[src/rtl/mic_pdm_pkg.sv]
`timescale 1ns/1ps
package mic_pdm_pkg;
  localparam int NLINE = 2;

  // effective half period: a zero setting behaves like one
  function automatic int half_len(input int setting);
    return (setting == 0) ? 1 : setting;
  endfunction

  // slot choice for one channel: falling slot comes straight from the line,
  // rising slot from the value held since the last rising edge
  function automatic logic pick_sample(input logic [NLINE-1:0] rise_v,
                                       input logic [NLINE-1:0] line_v,
                                       input logic             line_pick,
                                       input logic             fall_pick);
    return fall_pick ? line_v[line_pick] : rise_v[line_pick];
  endfunction
endpackage

[src/rtl/mic_pdm_clkgen.sv]
`timescale 1ns/1ps
module mic_pdm_clkgen #(
  parameter int DIV_W   = 8,
  parameter int DEF_DIV = 4
) (
  input  logic             clk,
  input  logic             rst_n,
  input  logic             soft_rst,
  input  logic             hold,
  input  logic [DIV_W-1:0] div_cfg,
  output logic             pdm_clk,
  output logic             rise_evt,
  output logic             fall_evt,
  output logic [DIV_W-1:0] div_q
);
  import mic_pdm_pkg::*;

  logic [DIV_W-1:0] cnt_q;
  logic             clk_q;
  logic             tick;

  assign tick     = int'(cnt_q) >= half_len(int'(div_q)) - 1;
  assign rise_evt = tick & ~clk_q;
  assign fall_evt = tick & clk_q;
  assign pdm_clk  = clk_q;

  // divider setting is frozen while capture runs
  always_ff @(posedge clk or negedge rst_n) begin
    if (!rst_n)     div_q <= DIV_W'(DEF_DIV);
    else if (!hold) div_q <= div_cfg;
  end

  always_ff @(posedge clk or negedge rst_n) begin
    if (!rst_n) begin
      cnt_q <= '0;
      clk_q <= 1'b0;
    end else if (soft_rst) begin
      cnt_q <= '0;
      clk_q <= 1'b0;
    end else if (tick) begin
      cnt_q <= '0;
      clk_q <= ~clk_q;
    end else begin
      cnt_q <= cnt_q + 1'b1;
    end
  end
endmodule

[src/rtl/mic_pdm_sampler.sv]
`timescale 1ns/1ps
module mic_pdm_sampler (
  input  logic                         clk,
  input  logic                         rst_n,
  input  logic                         soft_rst,
  input  logic                         rise_evt,
  input  logic [mic_pdm_pkg::NLINE-1:0] pdm_din,
  output logic [mic_pdm_pkg::NLINE-1:0] rise_smp
);
  // rising-slot value of each line, held until the falling edge uses it
  always_ff @(posedge clk or negedge rst_n) begin
    if (!rst_n)        rise_smp <= '0;
    else if (soft_rst) rise_smp <= '0;
    else if (rise_evt) rise_smp <= pdm_din;
  end
endmodule

[src/rtl/mic_pdm_lane.sv]
`timescale 1ns/1ps
module mic_pdm_lane (
  input  logic                         clk,
  input  logic                         rst_n,
  input  logic                         soft_rst,
  input  logic                         en,
  input  logic                         fall_pick,
  input  logic                         line_pick,
  input  logic                         fall_evt,
  input  logic [mic_pdm_pkg::NLINE-1:0] rise_smp,
  input  logic [mic_pdm_pkg::NLINE-1:0] pdm_din,
  output logic                         bit_q,
  output logic                         valid_q
);
  import mic_pdm_pkg::*;

  logic sel_bit;
  assign sel_bit = pick_sample(rise_smp, pdm_din, line_pick, fall_pick);

  always_ff @(posedge clk or negedge rst_n) begin
    if (!rst_n) begin
      bit_q   <= 1'b0;
      valid_q <= 1'b0;
    end else if (soft_rst) begin
      bit_q   <= 1'b0;
      valid_q <= 1'b0;
    end else begin
      valid_q <= en & fall_evt;
      if (!en)           bit_q <= 1'b0;
      else if (fall_evt) bit_q <= sel_bit;
    end
  end
endmodule

[src/rtl/mic_pdm_front.sv]
`timescale 1ns/1ps
module mic_pdm_front #(
  parameter int NCH     = 4,
  parameter int DIV_W   = 8,
  parameter int DEF_DIV = 4
) (
  input  logic                          clk,
  input  logic                          rst_n,
  input  logic                          soft_rst,
  input  logic [DIV_W-1:0]              div_cfg,
  input  logic [NCH-1:0]                ch_en,
  input  logic [NCH-1:0]                edge_sel,
  input  logic [NCH-1:0]                line_sel,
  input  logic [mic_pdm_pkg::NLINE-1:0] pdm_din,
  output logic                          pdm_clk,
  output logic [NCH-1:0]                ch_bit,
  output logic [NCH-1:0]                ch_valid
);
  import mic_pdm_pkg::*;

  // internal events, named for the checker
  logic                 rise_evt;
  logic                 fall_evt;
  logic                 any_on;
  logic [DIV_W-1:0]     div_q;
  logic [NLINE-1:0]     rise_smp;

  assign any_on = |ch_en;

  mic_pdm_clkgen #(.DIV_W(DIV_W), .DEF_DIV(DEF_DIV)) u_clkgen (
    .clk      (clk),
    .rst_n    (rst_n),
    .soft_rst (soft_rst),
    .hold     (any_on),
    .div_cfg  (div_cfg),
    .pdm_clk  (pdm_clk),
    .rise_evt (rise_evt),
    .fall_evt (fall_evt),
    .div_q    (div_q)
  );

  mic_pdm_sampler u_sampler (
    .clk      (clk),
    .rst_n    (rst_n),
    .soft_rst (soft_rst),
    .rise_evt (rise_evt),
    .pdm_din  (pdm_din),
    .rise_smp (rise_smp)
  );

  for (genvar n = 0; n < NCH; n++) begin : g_lane
    mic_pdm_lane u_lane (
      .clk       (clk),
      .rst_n     (rst_n),
      .soft_rst  (soft_rst),
      .en        (ch_en[n]),
      .fall_pick (edge_sel[n]),
      .line_pick (line_sel[n]),
      .fall_evt  (fall_evt),
      .rise_smp  (rise_smp),
      .pdm_din   (pdm_din),
      .bit_q     (ch_bit[n]),
      .valid_q   (ch_valid[n])
    );
  end
endmodule

[config.mk]
export PLATFORM = sky130hd
export DESIGN_NAME = mic_pdm_front
export DESIGN_NICKNAME = d
export VERILOG_FILES = /design/src/rtl/mic_pdm_pkg.sv /design/src/rtl/mic_pdm_clkgen.sv /design/src/rtl/mic_pdm_sampler.sv /design/src/rtl/mic_pdm_lane.sv /design/src/rtl/mic_pdm_front.sv
export SDC_FILE = /design/constraint.sdc
export NUM_CORES = 1
export LEC_CHECK = 0
export ABC_AREA = 1
export BUFFER_PORTS_ARGS = -buffer_cell sky130_fd_sc_hd__buf_2
export CAP_MARGIN = 20
export CELL_PAD_IN_SITES_DETAIL_PLACEMENT = 1
export CELL_PAD_IN_SITES_GLOBAL_PLACEMENT = 1
export CORE_ASPECT_RATIO = 0.8
export CORE_MARGIN = 5
export CORE_UTILIZATION = 38
export CTS_CLUSTER_DIAMETER = 120
export DETAILED_ROUTE_END_ITERATION = 8
export PLACE_DENSITY_LB_ADDON = 0.1
export RECOVER_POWER = 100
export SYNTH_ARGS = -nofsm -noshare
export SYNTH_HDL_FRONTEND = slang
export SYNTH_SLANG_ARGS = --single-unit
export TNS_END_PERCENT = 50
[constraint.sdc]
create_clock -name clk -period 3.1 [get_ports clk]
set_clock_uncertainty 0.1 [all_clocks]
set_input_delay 0.775 -clock clk [delete_from_list [all_inputs] [get_ports clk]]
set_output_delay 0.775 -clock clk [all_outputs]
set_load 0.02 [all_outputs]
==> results.sh <==
export IMPL_synthesis_area_mm2=0.001689
export IMPL_globalRouteTotalUtil_pct=14.23
export IMPL_tritoncts_num_buffers=3
export IMPL_insertedDiodeCount=0
export IMPL_worst_path_arrival_time_ns=2.90
export IMPL_grt_overflow=0
export IMPL_floorplan_initialDensity_pct=39.93
export IMPL_timing_final_crit_period_ns=2.822
export IMPL_floorplan_die_area_mm2=0.005887
export IMPL_drive_above_1_share_pct=20.43
export IMPL_final_worst_path_cycle_share_pct=91.04
export IMPL_fin_cells=287
export IMPL_clkTransAtPathRegs_ns=0.09
export IMPL_detailedRoute_firstPassIterationCount=4
export IMPL_dp_cells=282
export IMPL_total_count_of_max_transition_violations_in_the_final_report=0
export IMPL_asyncSetResetFlopFracSynth_pct=100.0
export IMPL_synth_largest_area_cell="sky130_fd_sc_hd__dfrtp_1"
export IMPL_seq_area_frac_synth_pct=40.07
export IMPL_grt_pass1_wl_um=6900
export IMPL_outcome="finished, final reports clean"
export IMPL_timing_max_cap_violations=0
export IMPL_synth_nets=239
export IMPL_max_freq_mhz=354.3
export IMPL_worstPathRequired_ns=3.18
export IMPL_rsz_0062_raised_after_global_routing="no"
export IMPL_timing_critical_path_fanout_max=10
export IMPL_synth_top_cells_by_area="sky130_fd_sc_hd__dfrtp_1, sky130_fd_sc_hd__nand2_1, sky130_fd_sc_hd__ha_1"
export IMPL_synth_top_area_share_pct=38.52
export IMPL_drc=0
export IMPL_cts_root_buffer_cell="sky130_fd_sc_hd__clkbuf_8"
export IMPL_post_synth_top_count_cell="sky130_fd_sc_hd__nand2_1"
export IMPL_synth_yosys_warnings=0
export IMPL_routed_wl_um=4043
export IMPL_critPathCaptureType="register"
export IMPL_floorplan_rows=21
export IMPL_portBuffers=33
export IMPL_dp_hpwl_um=3281
export IMPL_cp_start_kind="register"
export IMPL_drt_vias_per_instance=4.906
export IMPL_chipHeight_um=69.63
export IMPL_place_ws_ns=0.1481
export IMPL_netlist_instances=203
export IMPL_drt_antenna_violating_nets=0
export IMPL_finalHoldWorstSlack_ns=0.3738
export IMPL_synth_edf_count=0
export IMPL_vias=1408
export IMPL_gp_routability_congestion=0.8134
export IMPL_final_setup_worst_slack_ns=0.2776
export IMPL_worst_slew_pin_transition_ns=1.455
export IMPL_final_net_count=267
export IMPL_synth_distinct_cells=28
export IMPL_first_global_vias=1476
export IMPL_postSynthAreaPerCell_um2=8.321
export IMPL_grt_max_degree=28
export IMPL_fillers=537
export IMPL_drt_initial_drc_count=48
export IMPL_category_of_the_most_critical_setup_path="register to register"
export IMPL_cts_buffer_depth=2
export IMPL_synth_top_flop_cell="sky130_fd_sc_hd__dfrtp_1"
export IMPL_leakagePower_nw=0.9438
export IMPL_areaGrowthSynthToFinish_pct=12.44
export IMPL_hold_buffers=0
export IMPL_cts_sinks=27
export IMPL_placeableCoreArea_mm2=0.004230
export IMPL_p_per_area_mw_per_mm2=439.4
export IMPL_post_synth_most_frequent_cells="sky130_fd_sc_hd__nand2_1, sky130_fd_sc_hd__nor2_1, sky130_fd_sc_hd__dfrtp_1"
export IMPL_design_portCount=34
export IMPL_synth_ff_latch_count=27
export IMPL_antenna_found_initial=0
export IMPL_hold_path_class="register to register"
export IMPL_clock_tree_htree_level_count=1
export IMPL_cts_tree="done"
export IMPL_dieWidth_um=84.54
export IMPL_irDropWorstVdd_mv=0.2233
export IMPL_final_setup_tns_ns=0
export IMPL_final_setup_viol_count=0
export IMPL_detail_route_wl_per_cell_um=14.09
export IMPL_clk_insertion_delay_late_ns=0.28
export IMPL_max_slew_margin_pct=3.018
export IMPL_finalHoldViolations=0
## through the flow
| step | total power [W] | utilization [%] | area, um2 |
|---|---|---|---|
| 4_1_cts | 0.0008369 | 44.78 | 1894 |
| 3_3_place_gp | 0.0006122 | 43.69 | 1848 |
| 6_report | 0.0008346 | 44.90 | 1899 |
| 3_5_place_dp | 0.0006283 | 43.69 | 1848 |
| 5_1_grt | 0.0008961 | 44.90 | 1899 |
| 2_1_floorplan | 0.0005548 | - | 1689 |
## cell type report
type	count	area (um2)	share of cell area [%]
multi-input combinational	142	852.1	44.86
tap	57	71.32	3.755
inverter	22	82.58	4.348
clock buffer	3	41.29	2.174
clock inverter	1	5.005	0.2635
timing repair buffer	35	170.2	8.959
sequential	27	676.9	35.64
## placed cells by master, fill, tap and decap left out, types with 9 or more instances in the layout
cell	instances
sky130_fd_sc_hd__nand2_1	39
sky130_fd_sc_hd__a21oi_1	12
sky130_fd_sc_hd__inv_1	21
sky130_fd_sc_hd__dfrtp_1	26
sky130_fd_sc_hd__buf_2	22
sky130_fd_sc_hd__ha_1	11
sky130_fd_sc_hd__nor2_1	27
sky130_fd_sc_hd__nand3_1	9
sky130_fd_sc_hd__clkbuf_1	11
## routing by layer
layer,share of wire [%],routed length (um),global-route usage [%]
met5,0,0,0
met4,0.89,36,2.636
met2,44,1789,21.72
met1,51,2049,20.28
met3,4.1,167,3.800
## power by group
| group | leakage, nW | internal [W] | switching [W] |
|---|---|---|---|
| clock network | 0.0255 | 0.0000903 | 0.000113 |
| logic | 0.565 | 0.0000896 | 0.000120 |
| registers | 0.353 | 0.000382 | 0.0000394 |
| total | 0.944 | 0.000562 | 0.000273 |
## flip-flops by register name (all words and copies together), names as in the netlist
register,flops
u_clkgen.cnt_q,8
u_clkgen.div_q,8
g_lane.u_lane.bit_q,4
g_lane.u_lane.valid_q,4
u_sampler.rise_smp,2
u_clkgen.pdm_clk,1
## worst paths after layout
kind                       depth (start not counted)         startpoint  slack (ns)                endpoint
setup reg to reg                                  16  u_clkgen.div_q[2]        0.28  g_lane[1].u_lane.bit_q
hold reg to reg                                    1  u_clkgen.cnt_q[0]        0.37       u_clkgen.cnt_q[0]
setup / recovery                                  16  u_clkgen.div_q[2]        0.28  g_lane[1].u_lane.bit_q
max in group asynchronous                          1              rst_n        1.33  g_lane[0].u_lane.bit_q
min in group asynchronous                          1              rst_n        0.73       u_clkgen.div_q[0]
hold / removal                                     1  u_clkgen.cnt_q[0]        0.37       u_clkgen.cnt_q[0]
## logic make-up (layout without fill, tap and decap cells)
kind of cell               Yosys count  in the layout  share of synthesized area, %
and+or+nand+nor                     93             93                         26.00
buffers and inverters               34             61                         9.926
DFF                                 27             27                         40.07
AOI/OAI and AO/OA                   24             24                         7.851
adders and majority gates           11             11                         8.148
xor gates and xnor gates             9              9                         4.666
muxes                                5              5                         3.333
## worst max-delay path: stages, from the launching register on
cell and delay (ns):
sky130_fd_sc_hd__dfstp_2 0.61, sky130_fd_sc_hd__nor4_4 0.07, sky130_fd_sc_hd__a21oi_2 0.21, sky130_fd_sc_hd__nand2_1 0.12
sky130_fd_sc_hd__nor3_1 0.17, sky130_fd_sc_hd__ha_1 0.26, sky130_fd_sc_hd__ha_1 0.29, sky130_fd_sc_hd__a21o_1 0.18
sky130_fd_sc_hd__nor2_1 0.10, sky130_fd_sc_hd__nand2_1 0.06, sky130_fd_sc_hd__nand2_1 0.06, sky130_fd_sc_hd__nand3_2 0.08
sky130_fd_sc_hd__buf_6 0.16, sky130_fd_sc_hd__nand2_4 0.10, sky130_fd_sc_hd__nand2_2 0.05, sky130_fd_sc_hd__nand2_1 0.05
sky130_fd_sc_hd__nand2_1 0.05
## timing repair
action	4_1_cts	5_1_grt
endpoints found under the setup margin	0	19
resized for setup	0	4
setup buffers	0	1
No activity file was read; power rests on OpenSTA's default activity.
